File: src/rtl/symlat_pkg.sv
package symlat_pkg;
   localparam int N_MIN = 2;
   localparam int N_MAX = 16;

   // Offset of diagonal j (1-based, j cells wide) inside a packed triangle
   function automatic int tri_off(input int j);
      return (j * (j - 1)) / 2;
   endfunction
endpackage

File: src/rtl/symlat_cell.sv
// Two-output lattice cell: max = OR, min = AND
module symlat_cell (
   input  logic a_in,
   input  logic b_in,
   output logic max_out,
   output logic min_out
);
   assign max_out = a_in | b_in;
   assign min_out = a_in & b_in;
endmodule

File: src/rtl/symlat_fanout.sv
// Copy gate: controlled-NOT with the control as source and a constant-0 target
module symlat_fanout (
   input  logic src_in,
   input  logic tgt_in,
   output logic keep_out,
   output logic copy_out
);
   assign keep_out = src_in;
   assign copy_out = tgt_in ^ src_in;
endmodule

File: src/rtl/symlat_lattice.sv
module symlat_lattice #(
   parameter int N_BITS = 8
) (
   input  logic [N_BITS-1:0] bits_in,
   output logic [N_BITS-1:0] at_least
);
   import symlat_pkg::*;

   localparam int TRI_W = (N_BITS * (N_BITS + 1)) / 2;
   localparam int CAR_W = TRI_W - 1;

   // lvl holds diagonal j at offset tri_off(j); car holds the min chain of diagonal j
   logic [TRI_W-1:0] lvl;
   logic [CAR_W-1:0] car;

   assign lvl[0] = bits_in[0];

   for (genvar j = 2; j <= N_BITS; j++) begin : g_diag
      localparam int LB = tri_off(j);
      localparam int PB = tri_off(j - 1);
      localparam int CB = tri_off(j) - 1;

      assign car[CB] = bits_in[j-1];

      for (genvar k = 1; k < j; k++) begin : g_cell
         symlat_cell u_cell (
            .a_in    (lvl[PB+k-1]),
            .b_in    (car[CB+k-1]),
            .max_out (lvl[LB+k-1]),
            .min_out (car[CB+k])
         );
      end

      assign lvl[LB+j-1] = car[CB+j-1];
   end

   assign at_least = lvl[TRI_W-1 -: N_BITS];
endmodule

File: src/rtl/symlat_xorlvl.sv
module symlat_xorlvl #(
   parameter int N_BITS = 8
) (
   input  logic [N_BITS-1:0] thr_in,
   output logic [N_BITS:0]   exact
);
   logic [N_BITS-1:0] thr_a;
   logic [N_BITS-1:0] thr_b;

   for (genvar k = 0; k < N_BITS; k++) begin : g_copy
      symlat_fanout u_copy (
         .src_in   (thr_in[k]),
         .tgt_in   (1'b0),
         .keep_out (thr_a[k]),
         .copy_out (thr_b[k])
      );
   end

   assign exact[0] = ~thr_a[0];
   for (genvar k = 1; k < N_BITS; k++) begin : g_xor
      assign exact[k] = thr_b[k-1] ^ thr_a[k];
   end
   assign exact[N_BITS] = thr_b[N_BITS-1];
endmodule

File: src/rtl/symlat_select.sv
module symlat_select #(
   parameter int N_BITS = 8
) (
   input  logic [N_BITS:0] exact,
   input  logic [N_BITS:0] mask,
   output logic            sel
);
   // Single-count terms are mutually exclusive, so OR equals XOR here
   assign sel = |(exact & mask);
endmodule

File: src/rtl/sym_lattice.sv
module sym_lattice #(
   parameter int N_BITS  = 8,
   parameter int PIPE_EN = 1
) (
   input  logic              clk,
   input  logic              rst_n,
   input  logic [N_BITS-1:0] in_vec,
   input  logic [N_BITS:0]   fn_mask,
   output logic [N_BITS-1:0] thr_out,
   output logic [N_BITS:0]   exact_out,
   output logic              sel_out
);
   import symlat_pkg::*;

   // parameter legality
   if (N_BITS < N_MIN || N_BITS > N_MAX) begin : g_bad_width
      $error("sym_lattice: N_BITS out of range");
   end
   if (PIPE_EN != 0 && PIPE_EN != 1) begin : g_bad_pipe
      $error("sym_lattice: PIPE_EN must be 0 or 1");
   end

   logic [N_BITS-1:0] thr_raw;
   logic [N_BITS-1:0] thr_use;
   logic [N_BITS:0]   mask_use;

   symlat_lattice #(.N_BITS(N_BITS)) u_lattice (
      .bits_in  (in_vec),
      .at_least (thr_raw)
   );

   if (PIPE_EN == 1) begin : g_pipe
      logic [N_BITS-1:0] thr_q;
      logic [N_BITS:0]   mask_q;
      always_ff @(posedge clk or negedge rst_n) begin
         if (!rst_n) begin
            thr_q  <= '0;
            mask_q <= '0;
         end else begin
            thr_q  <= thr_raw;
            mask_q <= fn_mask;
         end
      end
      assign thr_use  = thr_q;
      assign mask_use = mask_q;
   end else begin : g_comb
      assign thr_use  = thr_raw;
      assign mask_use = fn_mask;
   end

   symlat_xorlvl #(.N_BITS(N_BITS)) u_xorlvl (
      .thr_in (thr_use),
      .exact  (exact_out)
   );

   symlat_select #(.N_BITS(N_BITS)) u_select (
      .exact (exact_out),
      .mask  (mask_use),
      .sel   (sel_out)
   );

   assign thr_out = thr_use;
endmodule

File: config.mk
export PLATFORM = sky130hd
export DESIGN_NAME = sym_lattice
export DESIGN_NICKNAME = d
export VERILOG_FILES = /design/src/rtl/symlat_pkg.sv /design/src/rtl/symlat_cell.sv /design/src/rtl/symlat_fanout.sv /design/src/rtl/symlat_lattice.sv /design/src/rtl/symlat_xorlvl.sv /design/src/rtl/symlat_select.sv /design/src/rtl/sym_lattice.sv
export SDC_FILE = /design/constraint.sdc
export NUM_CORES = 1
export LEC_CHECK = 0
export BUFFER_PORTS_ARGS = -buffer_cell sky130_fd_sc_hd__buf_2
export CAP_MARGIN = 20
export CORE_MARGIN = 4
export CORE_UTILIZATION = 40
export DETAILED_ROUTE_END_ITERATION = 8
export PLACE_DENSITY = 0.67
export SYNTH_ARGS = -nofsm -noshare
export SYNTH_HDL_FRONTEND = slang
export SYNTH_SLANG_ARGS = --single-unit
File: constraint.sdc
create_clock -name clk -period 1.67 [get_ports clk]
set_input_delay 0.2505 -clock clk [delete_from_list [all_inputs] [get_ports clk]]
set_output_delay 0.2505 -clock clk [all_outputs]
set_load 0.05 [all_outputs]
Word level (Yosys, flattened, before mapping) --
Index checks and enable logic that the tools add are counted.
Storage, ports and cells: bits in writable memories 0, bits in latches 0, memories kept 0, logic and storage cells 68, output and inout port bits 18, register bits after elaboration 17, input port bits 19, ROM bits 0
Operators by class: eq/ne operators 0, magnitude comparators 0, shifts and indexed selects 0, multiplexer cells 0, add/subtract/negate cells 0, multiply operators 0, divide/modulo/power cells 0, reductions and logical operators 1, bitwise operators 65
Operator list (number):
- $and A1 B1 Y1 | 28
- $or A1 B1 Y1 | 28
- $and A9 B9 Y9 | 1
- $reduce_or A9 Y1 | 1
- $xor A1 B1 Y1 | 7
- $not A1 Y1 | 1

Logic depth before layout (Yosys ltp) --
word-level depth 13, depth in mapped cells 5, depth with buffers taken out 5

Cells and area by module --
From an unflattened synthesis, not the netlist that was laid out.
Second synthesis, totals: cell total of the unflattened synthesis 112, area, all modules 1123.6 um2
Modules (own cells, without submodules):
- sym_lattice | sequential area each 425.4 um2, area each 425.4 um2, times used 1, cells each 17
- symlat_cell | sequential area each 0.0 um2, area each 13.8 um2, times used 28, cells each 2
- symlat_fanout | sequential area each 0.0 um2, area each 16.3 um2, times used 8, cells each 2
- symlat_xorlvl | sequential area each 0.0 um2, area each 76.3 um2, times used 1, cells each 10
- symlat_lattice | sequential area each 0.0 um2, area each 60.1 um2, times used 1, cells each 8
- symlat_select | sequential area each 0.0 um2, area each 46.3 um2, times used 1, cells each 5

Worst setup path before layout --
No wires, ideal clock.
kind reg-to-output, from reg g_pipe.thr_q[3] (netlist: thr_out[3]), to out sel_out, data arrival time 1954 ps, stages on the path, launching flop included 5, slack -534 ps, required time 1419 ps, buffers on the path 0, cells stage by stage dfrtp_1 xor2_1 a22o_1 a221oi_1 nand3_1
On the way: cells in the longest elaborated chain, start to end 3, elaborated cells between the ends (all ways) 4, those cells by class bitwise: 3; reduce/logical: 1
RTL lines:
- start, declared | line sym_lattice.sv:33 | logic [N_BITS-1:0] thr_q;
- start signal, assigned | line sym_lattice.sv:40 | thr_q <= thr_raw;
- $xor A1 B1 Y1 | line symlat_xorlvl.sv:21 | assign exact[k] = thr_b[k-1] ^ thr_a[k];
- via exact_out[4] | line sym_lattice.sv:10 | output logic [N_BITS:0] exact_out,
- $and A9 B9 Y9 | line symlat_select.sv:9 | assign sel = |(exact & mask);
- $reduce_or A9 Y1 | line symlat_select.sv:9
- end, declared | line sym_lattice.sv:11 | output logic sel_out
The timed path passes the listed nets, and every way through them passes these cells.

Final worst setup path --
from reg g_pipe.thr_q[4] (netlist: thr_out[4]), to out sel_out
On the way: cells in the longest elaborated chain, start to end 3, elaborated cells between the ends (all ways) 4, those cells by class bitwise: 3; reduce/logical: 1
RTL lines (line):
- $xor A1 B1 Y1 | symlat_xorlvl.sv:21
- $and A9 B9 Y9 * | symlat_select.sv:9
- $reduce_or A9 Y1 * | symlat_select.sv:9
Every way passes the cells marked *; elsewhere a longest branch is shown, timed or not.

==> metrics.md <==
| Metric | Value |
|---|---|
| Status | finished, violations left |
| Failing checks | setup timing |
| DPL Wire Length | 1.80 mm |
| Worst EP required | 1420 ps |
| # rows | 17 |
| DRC | 0 |
| Layout Nets | 154 |
| Top-count cell post-synth | dfrtp_1 |
| Initial DRC Count | 21 |
| Cell Chain, Critical Path | xor2_4 > a22o_1 > a221oi_2 > nand3_4 > buf_8 |
| CP max FO | 3 |
| Fin crit share | 1.16 |
| Postcts setup bufs | 0 |
| Final setup vio count | 1 |
| Antenna violations before repair | 0 |
| Total track usage | 0.138 |
| CP Capture Type | output pin |
| Leak Pwr | 0.628 nW |
| Core area | 0.00230 mm² |
| Initial Util | 0.434 |
| Main synth FF type | dfrtp_1 |
| # diodes | 0 |
| Routed Antenna Nets | 0 |
| Seq cells post-synth | 17 |
| Top-level port count | 37 |
| Critical Path AT | 1690 ps |
| Netlist cell types | 40 |
| DR vias/cell | 5.23 |
| Slowest cell on the critical path | dfrtp_2 |
| Slew headroom | 0.759 |
| Pwr per Cell Area | 815 mW/mm² |
| Max Cap Viol | 0 |
| Vias in the first global route | 845 |
| 1st-pass router iterations | 4 |
| Maximum clock path buffer count | 2 |
| Worst IR drop on VDD | 481 µV |
| Tmin final | 1940 ps |
| Pre-CTS setup slack | -78.4 ps |
| CTS clock-pin slew for the worst setup and hold paths | 90 ps |
| Worst-Margin Slew | 362 ps |
| GPL Wtd Cong | 0.785 |
| Clk root buf | clkbuf_4 |
| Worst Hold Class | in -> reg |
| Synthesized Nets | 117 |
| CP peak stage delay | 490 ps |
| Cell area after synthesis | 996 µm² |
| RSZ-0062 raised after global routing | true |
| First-pass GRT wire length | 3.57 mm |
| Post-synth EDFFs | 0 |
| Total number of vias | 848 |
| Largest net degree at the start of global routing | 18 |
| Ys async rst share | 1.00 |
| Fin Hold WS | 70.2 ps |
| Synth area leaders | dfrtp_1 (43%), buf_4 (6.8%), xor2_1 (6.2%), nand2_1 (3.0%), nor2_1 (3.0%) |
| Max Freq | 0.514 GHz |
| CTS tree | yes |
| Chip Height | 57.9 µm |
| Post-Synthesis Cells | 98 |
| Startpoint types | flip-flop |
| Clock Sinks | 17 |
| Cell family contributing the most delay on the critical path | flip-flops |
| Fin. Hold Viols | 0 |
| Gr ovfl total | 0 |
| Top cell type's share of synthesized area | 0.427 |
| Die X | 57.9 µm |
| Cts bufs inserted | 3 |
| Seq/Total Area, Yosys | 0.427 |
| H-Tree Depth | 1 |
| Critical path class | reg -> out |
| Worst setup margin | -275 ps |
| Layout Area Growth over Synthesis | 34.8% |
| Yosys warning total | 0 |
| Die area | 0.00335 mm² |
| Min-delay src | fn_mask[0] |
| Total Wirelength | 2.12 mm |
| Area leader, netlist | dfrtp_1 |
| Buffers added on ports | 36 |
| Leading cell types by count after synthesis | dfrtp_1 (17), buf_4 (9), nand2_1 (8), nor2_1 (8), xor2_1 (7) |
| Mapped Avg Cell Area | 10.2 µm² |
| Crit path buf inv count | 1 |
| Final Max Tran Viols | 0 |
| Layout cells sized above 1 | 0.500 |
| Routed wire per std cell | 13.1 µm |
| Worst setup startpoint | thr_out[4]$_DFF_PN0_ |
==> power breakdown <==
part	switching [mW]	total [mW]	internal (mW)
clock network	0.111	0.204	0.0926
registers	0.0352	0.471	0.435
logic	0.264	0.420	0.156
total	0.410	1.09	0.684
==> per-stage QoR <==
stage	instances	utilization	power, mW	area (µm²)	TNS [ps]
after floorplan	98	-	0.788	1120	-20.6
after global placement	157	0.564	0.876	1290	-89.4
after detailed placement	157	0.564	0.886	1290	-126
after CTS	162	0.584	1.12	1340	-310
after global routing	162	0.584	1.16	1340	-373
final	162	0.584	1.09	1340	-275
==> repair_timing <==
| item | in CTS | in global routing |
|---|---|---|
| gates resized for setup | 4 | 0 |
| cloned | 0 | 0 |
| endpoints found under the hold margin | 17 | 0 |
| endpoints found under the setup margin | 1 | 1 |
| hold buffers | 1 | 0 |
| pin swaps | 2 | 0 |
==> path summary, 6_finish.rpt <==
kind                       depth (start not counted)                         end
worst max-delay path                               5                     sel_out
worst min-delay path                               1  g_pipe.mask_q[0]$_DFF_PN0_
max in group asynchronous                          2        thr_out[5]$_DFF_PN0_
min in group asynchronous                          2  g_pipe.mask_q[1]$_DFF_PN0_
==> routing by layer <==
metal,share of wire,routed length (µm),GRT usage,vias up
met2,0.58,1230,0.274,26
met4,0,0,0.0695,0
met5,0,0,0,-
li1,-,-,-,417
met1,0.36,756,0.136,405
met3,0.063,133,0.0200,0
==> sequential cells by signal (all words and copies together), names as in the netlist <==
register       cells
thr_out            8
g_pipe.mask_q      9
==> cells by family (layout without fill, tap and decap cells) <==
logic type	count (synthesis)	after routing	synth area share
buffers and inverters	16	52	0.124
XOR/XNOR	7	7	0.0616
AO/OA/AOI/OAI	28	28	0.226
AND/OR/NAND/NOR	28	28	0.141
adder cells (fa/ha/maj)	2	2	0.0201
flip-flops	17	17	0.427
==> cells in the final DEF, fill, tap and decap left out, types with 2 or more instances in the layout <==
cell / instances
clkbuf_4: 3
nand2_1: 8
buf_4: 7
inv_1: 3
nand3_1: 3
a21oi_1: 4
dfrtp_1: 13
nor2_1: 8
xor2_4: 5
nor3_1: 2
maj3_1: 2
o21ai_0: 2
buf_2: 35
dfrtp_2: 4
a21o_1: 2
a2bb2oi_1: 2
==> layout make-up <==
cell class | instances | area, µm²
clock buffers | 4 | 26.3
multi-input cells | 65 | 567
flip-flops and latches | 17 | 430
inverters | 3 | 11.3
fillers | 211 | 955
repair buffers | 45 | 273
well taps | 28 | 35.0
Power figures use the tool's default switching activity.
